--- config.mk ---
export PLATFORM = sky130hd
export DESIGN_NAME = cfg_serial_loader
export DESIGN_NICKNAME = d
export VERILOG_FILES = /design/src/rtl/cfg_loader_pkg.sv /design/src/rtl/cfg_sync.sv /design/src/rtl/cfg_cclk_gen.sv /design/src/rtl/cfg_bit_shifter.sv /design/src/rtl/cfg_serial_loader.sv
export SDC_FILE = /design/constraint.sdc
export NUM_CORES = 1
export LEC_CHECK = 0
export ABC_AREA = 1
export BUFFER_PORTS_ARGS = -buffer_cell sky130_fd_sc_hd__buf_2
export CAP_MARGIN = 0
export CORE_ASPECT_RATIO = 0.75
export CORE_UTILIZATION = 55
export CTS_CLUSTER_DIAMETER = 100
export CTS_CLUSTER_SIZE = 40
export DETAILED_ROUTE_END_ITERATION = 12
export PLACE_DENSITY = 0.71
export SETUP_SLACK_MARGIN = 0.2
export SYNTH_ARGS = -nofsm -noshare
export SYNTH_HDL_FRONTEND = slang
export SYNTH_SLANG_ARGS = --single-unit
export TNS_END_PERCENT = 100
--- constraint.sdc ---
create_clock -name clk -period 3.1 [get_ports clk]
set_input_delay 0.31 -clock clk [delete_from_list [all_inputs] [get_ports clk]]
set_output_delay 0.31 -clock clk [all_outputs]
set_load 0.01 [all_outputs]
--- src/rtl/cfg_loader_pkg.sv ---
package cfg_loader_pkg;

   typedef enum logic [3:0] {
      LD_IDLE,
      LD_SETTLE,
      LD_PROG,
      LD_AWAIT_RDY,
      LD_FETCH,
      LD_SHIFT,
      LD_TRAIL,
      LD_PASS,
      LD_FAIL
   } ld_state_e;

   function automatic int max3(input int a, input int b, input int c);
      int m;
      m = (a > b) ? a : b;
      return (m > c) ? m : c;
   endfunction

endpackage

--- src/rtl/cfg_sync.sv ---
module cfg_sync #(
   parameter int WIDTH  = 2,
   parameter int STAGES = 2
) (
   input  logic             clk,
   input  logic             rst_n,
   input  logic [WIDTH-1:0] async_i,
   output logic [WIDTH-1:0] sync_o
);

   if (STAGES < 2) begin : g_bad_stages
      $error("cfg_sync: STAGES must be at least 2");
   end

   logic [STAGES-1:0][WIDTH-1:0] chain_q;

   always_ff @(posedge clk or negedge rst_n) begin
      if (!rst_n) chain_q <= '0;
      else        chain_q <= {chain_q[STAGES-2:0], async_i};
   end

   assign sync_o = chain_q[STAGES-1];

endmodule

--- src/rtl/cfg_cclk_gen.sv ---
module cfg_cclk_gen #(
   parameter int HALF_DIV = 3
) (
   input  logic clk,
   input  logic rst_n,
   input  logic run_i,
   output logic cclk_o,
   output logic lo_first_o,
   output logic rise_o,
   output logic fall_o
);

   localparam int CW = (HALF_DIV > 1) ? $clog2(HALF_DIV) : 1;
   localparam logic [CW-1:0] LAST = CW'(HALF_DIV - 1);

   logic [CW-1:0] cnt_q;
   logic          hi_q;

   always_ff @(posedge clk or negedge rst_n) begin
      if (!rst_n) begin
         cnt_q <= '0;
         hi_q  <= 1'b0;
      end else if (!run_i) begin
         cnt_q <= '0;
         hi_q  <= 1'b0;
      end else if (cnt_q == LAST) begin
         cnt_q <= '0;
         hi_q  <= ~hi_q;
      end else begin
         cnt_q <= cnt_q + CW'(1);
      end
   end

   assign cclk_o     = hi_q;
   assign lo_first_o = run_i && !hi_q && (cnt_q == '0);
   assign rise_o     = run_i && !hi_q && (cnt_q == LAST);
   assign fall_o     = run_i &&  hi_q && (cnt_q == LAST);

   // the clock may only leave its low state while running
   assert_cclk_runs_R5: assert property (@(posedge clk) disable iff (!rst_n)
      $rose(hi_q) |-> $past(run_i));

endmodule

--- src/rtl/cfg_bit_shifter.sv ---
module cfg_bit_shifter #(
   parameter int BYTE_W = 8
) (
   input  logic              clk,
   input  logic              rst_n,
   input  logic              load_i,
   input  logic [BYTE_W-1:0] data_i,
   input  logic              present_i,
   input  logic              advance_i,
   output logic              din_o,
   output logic              last_bit_o
);

   localparam int BW = (BYTE_W > 1) ? $clog2(BYTE_W) : 1;

   logic [BYTE_W-1:0] shreg_q;
   logic [BW-1:0]     left_q;
   logic              din_q;

   always_ff @(posedge clk or negedge rst_n) begin
      if (!rst_n) begin
         shreg_q <= '0;
         left_q  <= '0;
         din_q   <= 1'b0;
      end else begin
         if (load_i) begin
            shreg_q <= data_i;
            left_q  <= BW'(BYTE_W - 1);
         end else if (advance_i) begin
            shreg_q <= {shreg_q[BYTE_W-2:0], 1'b0};
            left_q  <= left_q - BW'(1);
         end
         if (present_i) din_q <= shreg_q[BYTE_W-1];
      end
   end

   assign din_o      = din_q;
   assign last_bit_o = (left_q == '0);

   // a new byte is never loaded while a bit is being presented
   assert_no_load_overlap_R6: assert property (@(posedge clk) disable iff (!rst_n)
      load_i |-> !present_i && !advance_i);

endmodule

--- src/rtl/cfg_serial_loader.sv ---
module cfg_serial_loader
   import cfg_loader_pkg::*;
#(
   parameter int HALF_DIV    = 6,
   parameter int SETTLE_CYC  = 1000,
   parameter int HOLD_CYC    = 1000,
   parameter int INIT_POLLS  = 100000,
   parameter int DONE_PULSES = 100000,
   parameter int LEN_W       = 24,
   parameter int BYTE_W      = 8
) (
   input  logic              clk,
   input  logic              rst_n,
   input  logic              start_i,
   input  logic [LEN_W-1:0]  len_i,
   input  logic [BYTE_W-1:0] byte_data_i,
   input  logic              byte_valid_i,
   input  logic              byte_err_i,
   output logic              byte_ready_o,
   input  logic              cfg_init_i,
   input  logic              cfg_done_i,
   output logic              pwr_en_o,
   output logic              prog_n_o,
   output logic              cclk_o,
   output logic              din_o,
   output logic              busy_o,
   output logic              ok_o,
   output logic              err_o
);

   localparam int MAXD = max3(SETTLE_CYC, HOLD_CYC, INIT_POLLS);
   localparam int DW   = $clog2(MAXD + 1);
   localparam int PW   = $clog2(DONE_PULSES + 1);

   if (HALF_DIV < 2) begin : g_bad_div
      $error("cfg_serial_loader: HALF_DIV must be at least 2");
   end
   if (SETTLE_CYC < 1 || HOLD_CYC < 1 || INIT_POLLS < 1 || DONE_PULSES < 1) begin : g_bad_dly
      $error("cfg_serial_loader: delays and limits must be at least 1");
   end
   if (BYTE_W < 2) begin : g_bad_byte
      $error("cfg_serial_loader: BYTE_W must be at least 2");
   end

   ld_state_e        state_q;
   logic [DW-1:0]    dly_q;
   logic [PW-1:0]    pulses_q;
   logic [LEN_W-1:0] left_q;
   logic             pwr_q;
   logic             prog_n_q;

   logic init_s, done_s;
   logic run, lo_first, rise, fall;
   logic load, last_bit;

   cfg_sync #(.WIDTH(2), .STAGES(2)) u_sync (
      .clk     (clk),
      .rst_n   (rst_n),
      .async_i ({cfg_done_i, cfg_init_i}),
      .sync_o  ({done_s, init_s})
   );

   assign run = (state_q == LD_SHIFT) || (state_q == LD_TRAIL);

   cfg_cclk_gen #(.HALF_DIV(HALF_DIV)) u_clk (
      .clk        (clk),
      .rst_n      (rst_n),
      .run_i      (run),
      .cclk_o     (cclk_o),
      .lo_first_o (lo_first),
      .rise_o     (rise),
      .fall_o     (fall)
   );

   assign byte_ready_o = (state_q == LD_FETCH);
   assign load         = byte_ready_o && byte_valid_i && !byte_err_i;

   cfg_bit_shifter #(.BYTE_W(BYTE_W)) u_shift (
      .clk        (clk),
      .rst_n      (rst_n),
      .load_i     (load),
      .data_i     (byte_data_i),
      .present_i  ((state_q == LD_SHIFT) && lo_first),
      .advance_i  ((state_q == LD_SHIFT) && fall),
      .din_o      (din_o),
      .last_bit_o (last_bit)
   );

   always_ff @(posedge clk or negedge rst_n) begin
      if (!rst_n) begin
         state_q  <= LD_IDLE;
         dly_q    <= '0;
         pulses_q <= '0;
         left_q   <= '0;
         pwr_q    <= 1'b0;
         prog_n_q <= 1'b1;
      end else begin
         unique case (state_q)
            LD_IDLE, LD_PASS, LD_FAIL: begin
               if (start_i) begin
                  state_q  <= LD_SETTLE;
                  pwr_q    <= 1'b1;
                  prog_n_q <= 1'b1;
                  dly_q    <= '0;
                  left_q   <= len_i;
               end
            end
            LD_SETTLE: begin
               if (dly_q == DW'(SETTLE_CYC - 1)) begin
                  state_q  <= LD_PROG;
                  prog_n_q <= 1'b0;
                  dly_q    <= '0;
               end else begin
                  dly_q <= dly_q + DW'(1);
               end
            end
            LD_PROG: begin
               if (dly_q == DW'(HOLD_CYC - 1)) begin
                  state_q  <= LD_AWAIT_RDY;
                  prog_n_q <= 1'b1;
                  dly_q    <= '0;
               end else begin
                  dly_q <= dly_q + DW'(1);
               end
            end
            LD_AWAIT_RDY: begin
               if (init_s) begin
                  state_q  <= (left_q == '0) ? LD_TRAIL : LD_FETCH;
                  pulses_q <= '0;
               end else if (dly_q == DW'(INIT_POLLS - 1)) begin
                  state_q <= LD_FAIL;
               end else begin
                  dly_q <= dly_q + DW'(1);
               end
            end
            LD_FETCH: begin
               if (byte_err_i) begin
                  state_q  <= LD_TRAIL;
                  pulses_q <= '0;
               end else if (byte_valid_i) begin
                  state_q <= LD_SHIFT;
               end
            end
            LD_SHIFT: begin
               if (fall && last_bit) begin
                  left_q <= left_q - LEN_W'(1);
                  if (left_q == LEN_W'(1)) begin
                     state_q  <= LD_TRAIL;
                     pulses_q <= '0;
                  end else begin
                     state_q <= LD_FETCH;
                  end
               end
            end
            LD_TRAIL: begin
               if (lo_first) begin
                  if (done_s)                              state_q <= LD_PASS;
                  else if (pulses_q == PW'(DONE_PULSES))   state_q <= LD_FAIL;
               end
               if (fall) pulses_q <= pulses_q + PW'(1);
            end
            default: state_q <= LD_IDLE;
         endcase
      end
   end

   assign pwr_en_o = pwr_q;
   assign prog_n_o = prog_n_q;
   assign busy_o   = (state_q != LD_IDLE) && (state_q != LD_PASS);
   assign ok_o     = (state_q == LD_PASS);
   assign err_o    = (state_q == LD_FAIL);

   // the program line is only ever driven low with power already on
   assert_power_first_R1: assert property (@(posedge clk) disable iff (!rst_n)
      !prog_n_o |-> pwr_en_o);

   // once raised, power enable never drops
   assert_power_held_R1: assert property (@(posedge clk) disable iff (!rst_n)
      $fell(pwr_en_o) |-> 1'b0);

   // no clock activity while not busy
   assert_idle_quiet_R2: assert property (@(posedge clk) disable iff (!rst_n)
      !busy_o |-> !cclk_o);

   // the data pin only moves while the clock is low before and after
   assert_din_setup_R5: assert property (@(posedge clk) disable iff (!rst_n)
      (din_o != $past(din_o)) |-> (!$past(cclk_o) && !cclk_o));

   // no byte is fetched with nothing left to send
   assert_len_bound_R6: assert property (@(posedge clk) disable iff (!rst_n)
      byte_ready_o |-> (left_q != '0));

   // after a failure the clock rests low
   assert_fail_clock_low_R9: assert property (@(posedge clk) disable iff (!rst_n)
      err_o |-> !cclk_o);

   // the outcome flags are exclusive
   assert_flags_excl_R10: assert property (@(posedge clk) disable iff (!rst_n)
      !(ok_o && err_o));

   // a busy, non-failed loader does not restart on start
   assert_start_ignored_R11: assert property (@(posedge clk) disable iff (!rst_n)
      ($past(busy_o) && !$past(err_o) && busy_o) |-> ($past(pwr_en_o) == pwr_en_o) && !($rose(prog_n_o) && $past(state_q) == LD_SETTLE));

endmodule

# Word-level counts from Yosys, hierarchy flattened
# Cells that the tools add are included.
[op_classes]
add_sub_neg = 5
mul = 0
div_mod_pow = 0
magnitude_cmp = 0
eq_ne = 29
shift = 0
n_mux = 40
n_bitwise = 1
n_reduce_logical = 31
[op_table]
columns = ["cell", "count"]
rows = [
  ["$mux W17", 9],
  ["$pmux W17 S4", 1],
  ["$pmux W17 S3", 1],
  ["$mux W24", 2],
  ["$pmux W24 S2", 1],
  ["$mux W4", 11],
  ["$add A17 B1 Y17 const B", 2],
  ["$eq A17 B17 Y1 const B", 2],
  ["$pmux W4 S7", 1],
  ["$eq A24 B1 Y1 const B", 1],
  ["$logic_not A24 Y1", 1],
  ["$sub A24 B1 Y24 const B", 1],
  ["$ne A2 B2 Y1 const B", 9],
  ["$eq A17 B10 Y1 const B", 1],
  ["$eq A4 B3 Y1 const B", 4],
  ["$mux W8", 2],
  ["$mux W3", 4],
  ["$logic_and A1 B1 Y1", 10],
  ["$eq A4 B2 Y1 const B", 2],
  ["$reduce_and A4 Y1", 2],
  ["$reduce_and A8 Y1", 1],
  ["$reduce_bool A4 Y1", 2],
  ["$logic_not A3 Y1", 2],
  ["$ne A2 B1 Y1 const B", 3],
  ["other kinds (23)", 31],
]
[word_totals]
ff_bits = 84
latchBits = 0
ramBits = 0
rom_bits = 0
in_bits = 39
elab_cells = 119
memories = 0

# Depth between registers and ports, before layout
[depth]
depth_word = 7
ltp_mapped = 12
mapped_depth_nobuf = 12

# By module
# From an unflattened synthesis, not the netlist that was laid out.
[hier_totals]
cells_unflattened = 946
area_unflattened_um2 = 5913.2
[modules_own_cells]
columns = ["mod", "instances", "cells_per_inst", "area_per_inst_um2"]
rows = [
  ["cfg_serial_loader", 1, 846, 5036.1],
  ["cfg_bit_shifter", 1, 67, 561.8],
  ["cfg_cclk_gen", 1, 27, 200.2],
  ["cfg_sync", 1, 6, 115.1],
]

# Least setup slack after synthesis
# No wires, ideal clock.
[synth_path]
path_kind = "register to register"
start = "reg dly_q[0]"
end = "reg state_q[0]"
setup_ps = 117
t_arrival_ps = 1523
required_time_ps = 2983
path_slack_ps = 1460
path_stages_with_launch = 11
period_less_slack_ps = 1640
cell_sequence = "dfrtp_1 > ha_1 > nand2_1 > nor2_1 > nand3_1 > nand2_1 > nand2_1 > nor2_1 > nand2_1 > nand2_1 > nand2_1"
[synth_between]
elab_chain_cells = 3
elab_cells_between_ends = 6
[synth_lines]
columns = ["item", "line", "source"]
rows = [
  ["start: declaration", "cfg_serial_loader.sv:46", "logic [DW-1:0] dly_q;"],
  ["start signal: assignment", "cfg_serial_loader.sv:114", "dly_q <= dly_q + DW'(1);"],
  ["start signal: assignment", "cfg_serial_loader.sv:123", "dly_q <= dly_q + DW'(1);"],
  ["start signal: assignment", "cfg_serial_loader.sv:133", "dly_q <= dly_q + DW'(1);"],
  ["$eq A17 B17 Y1 / $eq A17 B10 Y1 (equally long branches)", "cfg_serial_loader.sv:130, cfg_serial_loader.sv:109, cfg_serial_loader.sv:118", ""],
  ["$ne A3 B2 Y1 (no line) / $ne A2 B2 Y1 (equally long branches)", "n/a", ""],
  ["$reduce_and A8 Y1 (no line) *", "n/a", ""],
  ["end signal: assignment", "cfg_serial_loader.sv:128", "state_q <= (left_q == '0) ? LD_TRAIL : LD_FETCH;"],
  ["end: declaration", "cfg_serial_loader.sv:45", "ld_state_e state_q;"],
]
# Every way passes the cells marked *; elsewhere a longest branch is shown, timed or not.
# A chain may end at the register's enable or synchronous reset.

# Worst setup path after layout
[layout_path]
start = "reg state_q[2]"
end = "reg pulses_q[12]"
[layout_between]
elab_chain_cells = 7
elab_cells_between_ends = 16
[layout_lines]
columns = ["item", "line", "source"]
rows = [
  ["$eq A4 B3 Y1", "cfg_serial_loader.sv:63, cfg_serial_loader.sv:98", ""],
  ["$logic_or A1 B1 Y1", "cfg_serial_loader.sv:63", "assign run = (state_q == LD_SHIFT) || (state_q == LD_TRAIL);"],
  ["$logic_and A1 B1 Y1 (2 in a row)", "cfg_cclk_gen.sv:37", "assign fall_o = run_i && hi_q && (cnt_q == LAST);"],
  ["$logic_and A1 B1 Y1", "cfg_serial_loader.sv:145", "if (fall && last_bit) begin"],
  ["$ne A2 B1 Y1 (no line)", "n/a", ""],
  ["$reduce_and A6 Y1 (no line)", "n/a", ""],
  ["end signal: assignment", "cfg_serial_loader.sv:160", "if (fall) pulses_q <= pulses_q + PW'(1);"],
  ["end: declaration", "cfg_serial_loader.sv:47", "logic [PW-1:0] pulses_q;"],
]
# Several ways; a longest one is shown, not always the timed one.

==> out/qor.csv <==
metric,value,unit
status,"complete, no violations",
Max-Slew Margin vs Limit,45.65,%
sequential element share of the synthesized area,37.65,%
Slowest cell on crit path,inv_2,
Clock Tree Root,clkbuf_16,
First-pass DRT Iterations,5,
total gr overflow,0,
# diodes,0,
actual slew at the worst max-slew pin,0.8153,ns
worst path arrival time,2.82,ns
initial antenna violation count,0,
CTS Buf Count,9,
crit-path max FO,31,
Setup-failing EPs final,0,
Total Routed Length,13790,um
Avg Inst Size Synth,6.565,um2
vias per cell,5.358,
ANT nets after route,0,
crit-path leading delay family,simple AND/OR/NAND/NOR gates,
Tot Pwr,4.952,mW
initial drt markers,437,
vias in the first global route,4705,
Max VDD drop,0.6747,mV
P&R area growth vs syn,11.36,%
Power Density,796.0,mW/mm2
Final #Nets,941,
Post-Synthesis Cell Area,0.005587,mm2
Placer Congestion,0.9747,
Die Ht,89.28,um
Synth Area in Simple Gates,41.48,%
"area leader, netlist",dfrtp_1,
CTS tree,yes,
RSZ-0062 raised after global routing,no,
Setup TNS,0,ns
main combinational cell family by area after synthesis,simple AND/OR/NAND/NOR gates,
Post-Syn Nets,898,
share of layout cells above drive strength 1,10.79,%
MaxCap Viol Count,0,
CP cell instances,inv_1 > nor2_4 > nand3_2 > inv_2 > o21ai_2 > nand2_1 > nor2_1 > nand2_2 > inv_1 > nand2_1 > nand2_1,
DR DRC count,0,
Multi-input gate area,0.003057,mm2
total die area,0.01057,mm2
post-layout min period,2.592,ns
Rows,31,
clk_skew,0.005581,ns
Die Span X,118.4,um
CTS Hold Bufs,0,
Slowest Stage Delay on Critical Path,0.46,ns
adder-cell share of the synthesized area,1.792,%
post-DP HPWL,10090,um
clk buf depth,2,
CP Class,flop to flop,
post-synthesis cell count,851,
post-synth cell types,37,
Tot GR Track Use,27.37,%
Max Fclk,385.7,MHz
HP Class,primary input to async pin,
share of the synthesized area in the top cell type,37.18,%
Crit path top cell by count,nand2_1,
P_leak,3.049,nW
initial core utilization,57.16,%
Synth Register Bits,84,
compound-cell area share of the yosys netlist,8.623,%
YS warnings,0,
"Reg clk slew, reported paths",0.07,ns
max-slew violation count,0,
CTS resizes,0,
H-tree depth,3,
mux cell area share after synthesis,0,%
Synth area leaders,"dfrtp_1 (37%), nand2_1 (20%), nor2_1 (9.0%)",
Top Ports,47,
via count,5524,
Worst EP required,3.33,ns
final hold slack,0.05391,ns
first-pass GRT wire length,22940,um
FILL cells,932,
FF+latch area,0.002103,mm2
element type at the critical path start,flop,
Final Hold Fails,0,
Final period util,83.63,%
crit path capture type,flop,
clk_lat worst skew,0.34,ns
"Setup Fix Bufs, Post-CTS",0,
WL per Instance,13.38,um
xor/xnor share of the synthesized area,2.822,%
largest net degree at the start of global routing,63,
Port Buffers,46,
WP buf/inv,3,
CTS sink cnt,84,
area of the core,0.009774,mm2
[Yosys cell counts]
library cell	number
and2_1	2
or2_2	8
o21bai_1	6
inv_2	4
nand3_1	73
inv_1	78
o211ai_1	4
o211ai_2	1
buf_4	5
buf_2	11
nor3_2	1
o21ai_0	28
nor2_2	4
nor3_1	6
dfstp_2	1
o31ai_1	1
nand2_1	293
clkinv_1	1
nor2_4	3
xor2_1	16
buf_6	1
nand3b_1	3
ha_1	8
nand2_2	4
o21ai_2	1
nand3_2	2
a22o_1	1
nor3b_1	1
nand4_1	18
nor2_1	134
o21ai_1	18
a21oi_1	19
o22ai_1	5
a31oi_1	2
dfrtp_1	83
xnor2_1	2
clkbuf_1	3
[cells by family after synthesis]
| logic type | count (synthesis) |
|---|---|
| simple gates | 552 |
| buf+inv | 103 |
| compound gates | 86 |
| xor+xnor | 18 |
| flops | 84 |
| fa+ha+maj | 8 |
[final cells by class]
| type | instances | area share, % |
|---|---|---|
| clock buffers | 9 | 3.620 |
| clock inverters | 7 | 1.307 |
| inverters | 83 | 5.008 |
| multi-input cells | 664 | 49.14 |
| flip-flops and latches | 84 | 33.81 |
| well taps | 132 | 2.655 |
| repair buffers | 52 | 4.465 |
[power breakdown]
group          total [mW]  switching [mW]  internal, mW
Combinational        2.18            1.55         0.633
Clock                1.11           0.478         0.636
Sequential           1.66           0.279          1.38
[state kept, by name (all words and copies together) (netlist names)]
name,count
u_clk.cclk_o,1
u_shift.din_o,1
pwr_en_o,1
left_q,24
u_shift.left_q,3
state_q,4
u_sync.sync_o,2
pulses_q,17
dly_q,17
u_sync.chain_q,2
u_shift.shreg_q,8
prog_n_o,1
u_clk.cnt_q,3
[metrics by stage]
| step | util (%) | worst slack [ns] | cell area, um2 | instances |
|---|---|---|---|---|
| finish | 63.65 | 0.5076 | 6221 | 1031 |
| global route | 63.65 | 0.2853 | 6221 | 1031 |
| CTS | 63.65 | 0.5173 | 6221 | 1031 |
| detailed placement | 60.51 | 0.5325 | 5914 | 1015 |
| global placement | 60.51 | 0.6967 | 5914 | 1015 |
| floorplan | - | 1.460 | 5587 | 851 |
[layer usage]
| layer | GRT usage [%] | vias to the layer above | wire, um |
|---|---|---|---|
| met4 | 5.984 | 0 | 97 |
| met1 | 41.07 | 2569 | 7076 |
| met5 | 0 | - | 0 |
| met3 | 4.145 | 13 | 718 |
| met2 | 41.93 | 148 | 5897 |
| li1 | - | 2794 | - |
[final timing paths]
path                                              from                     endpoint  slack (ns)  cells after the start
setup / recovery                state_q[2]$_DFFE_PN0P_     pulses_q[12]$_DFFE_PN0P_        0.51                     11
hold / removal                                   rst_n     pulses_q[15]$_DFFE_PN0P_        0.05                      1
setup reg to reg                state_q[2]$_DFFE_PN0P_     pulses_q[12]$_DFFE_PN0P_        0.51                     11
hold reg to reg            u_sync.chain_q[0]$_DFF_PN0_   u_sync.sync_o[0]$_DFF_PN0_        0.37                      0
max in group asynchronous                        rst_n       left_q[23]$_DFFE_PN0P_        2.35                      2
min in group clk                            cfg_done_i  u_sync.chain_q[1]$_DFF_PN0_        0.07                      1
[cell usage in the layout, fill, tap and decap left out, types with 16 or more instances in the layout]
cell,count
inv_1,78
buf_2,45
a21oi_1,19
xor2_1,16
o21ai_1,18
nand2_1,293
nand4_1,18
nand3_1,73
dfrtp_1,83
nor2_1,134
o21ai_0,28
No activity file was read; power rests on OpenSTA's default activity.
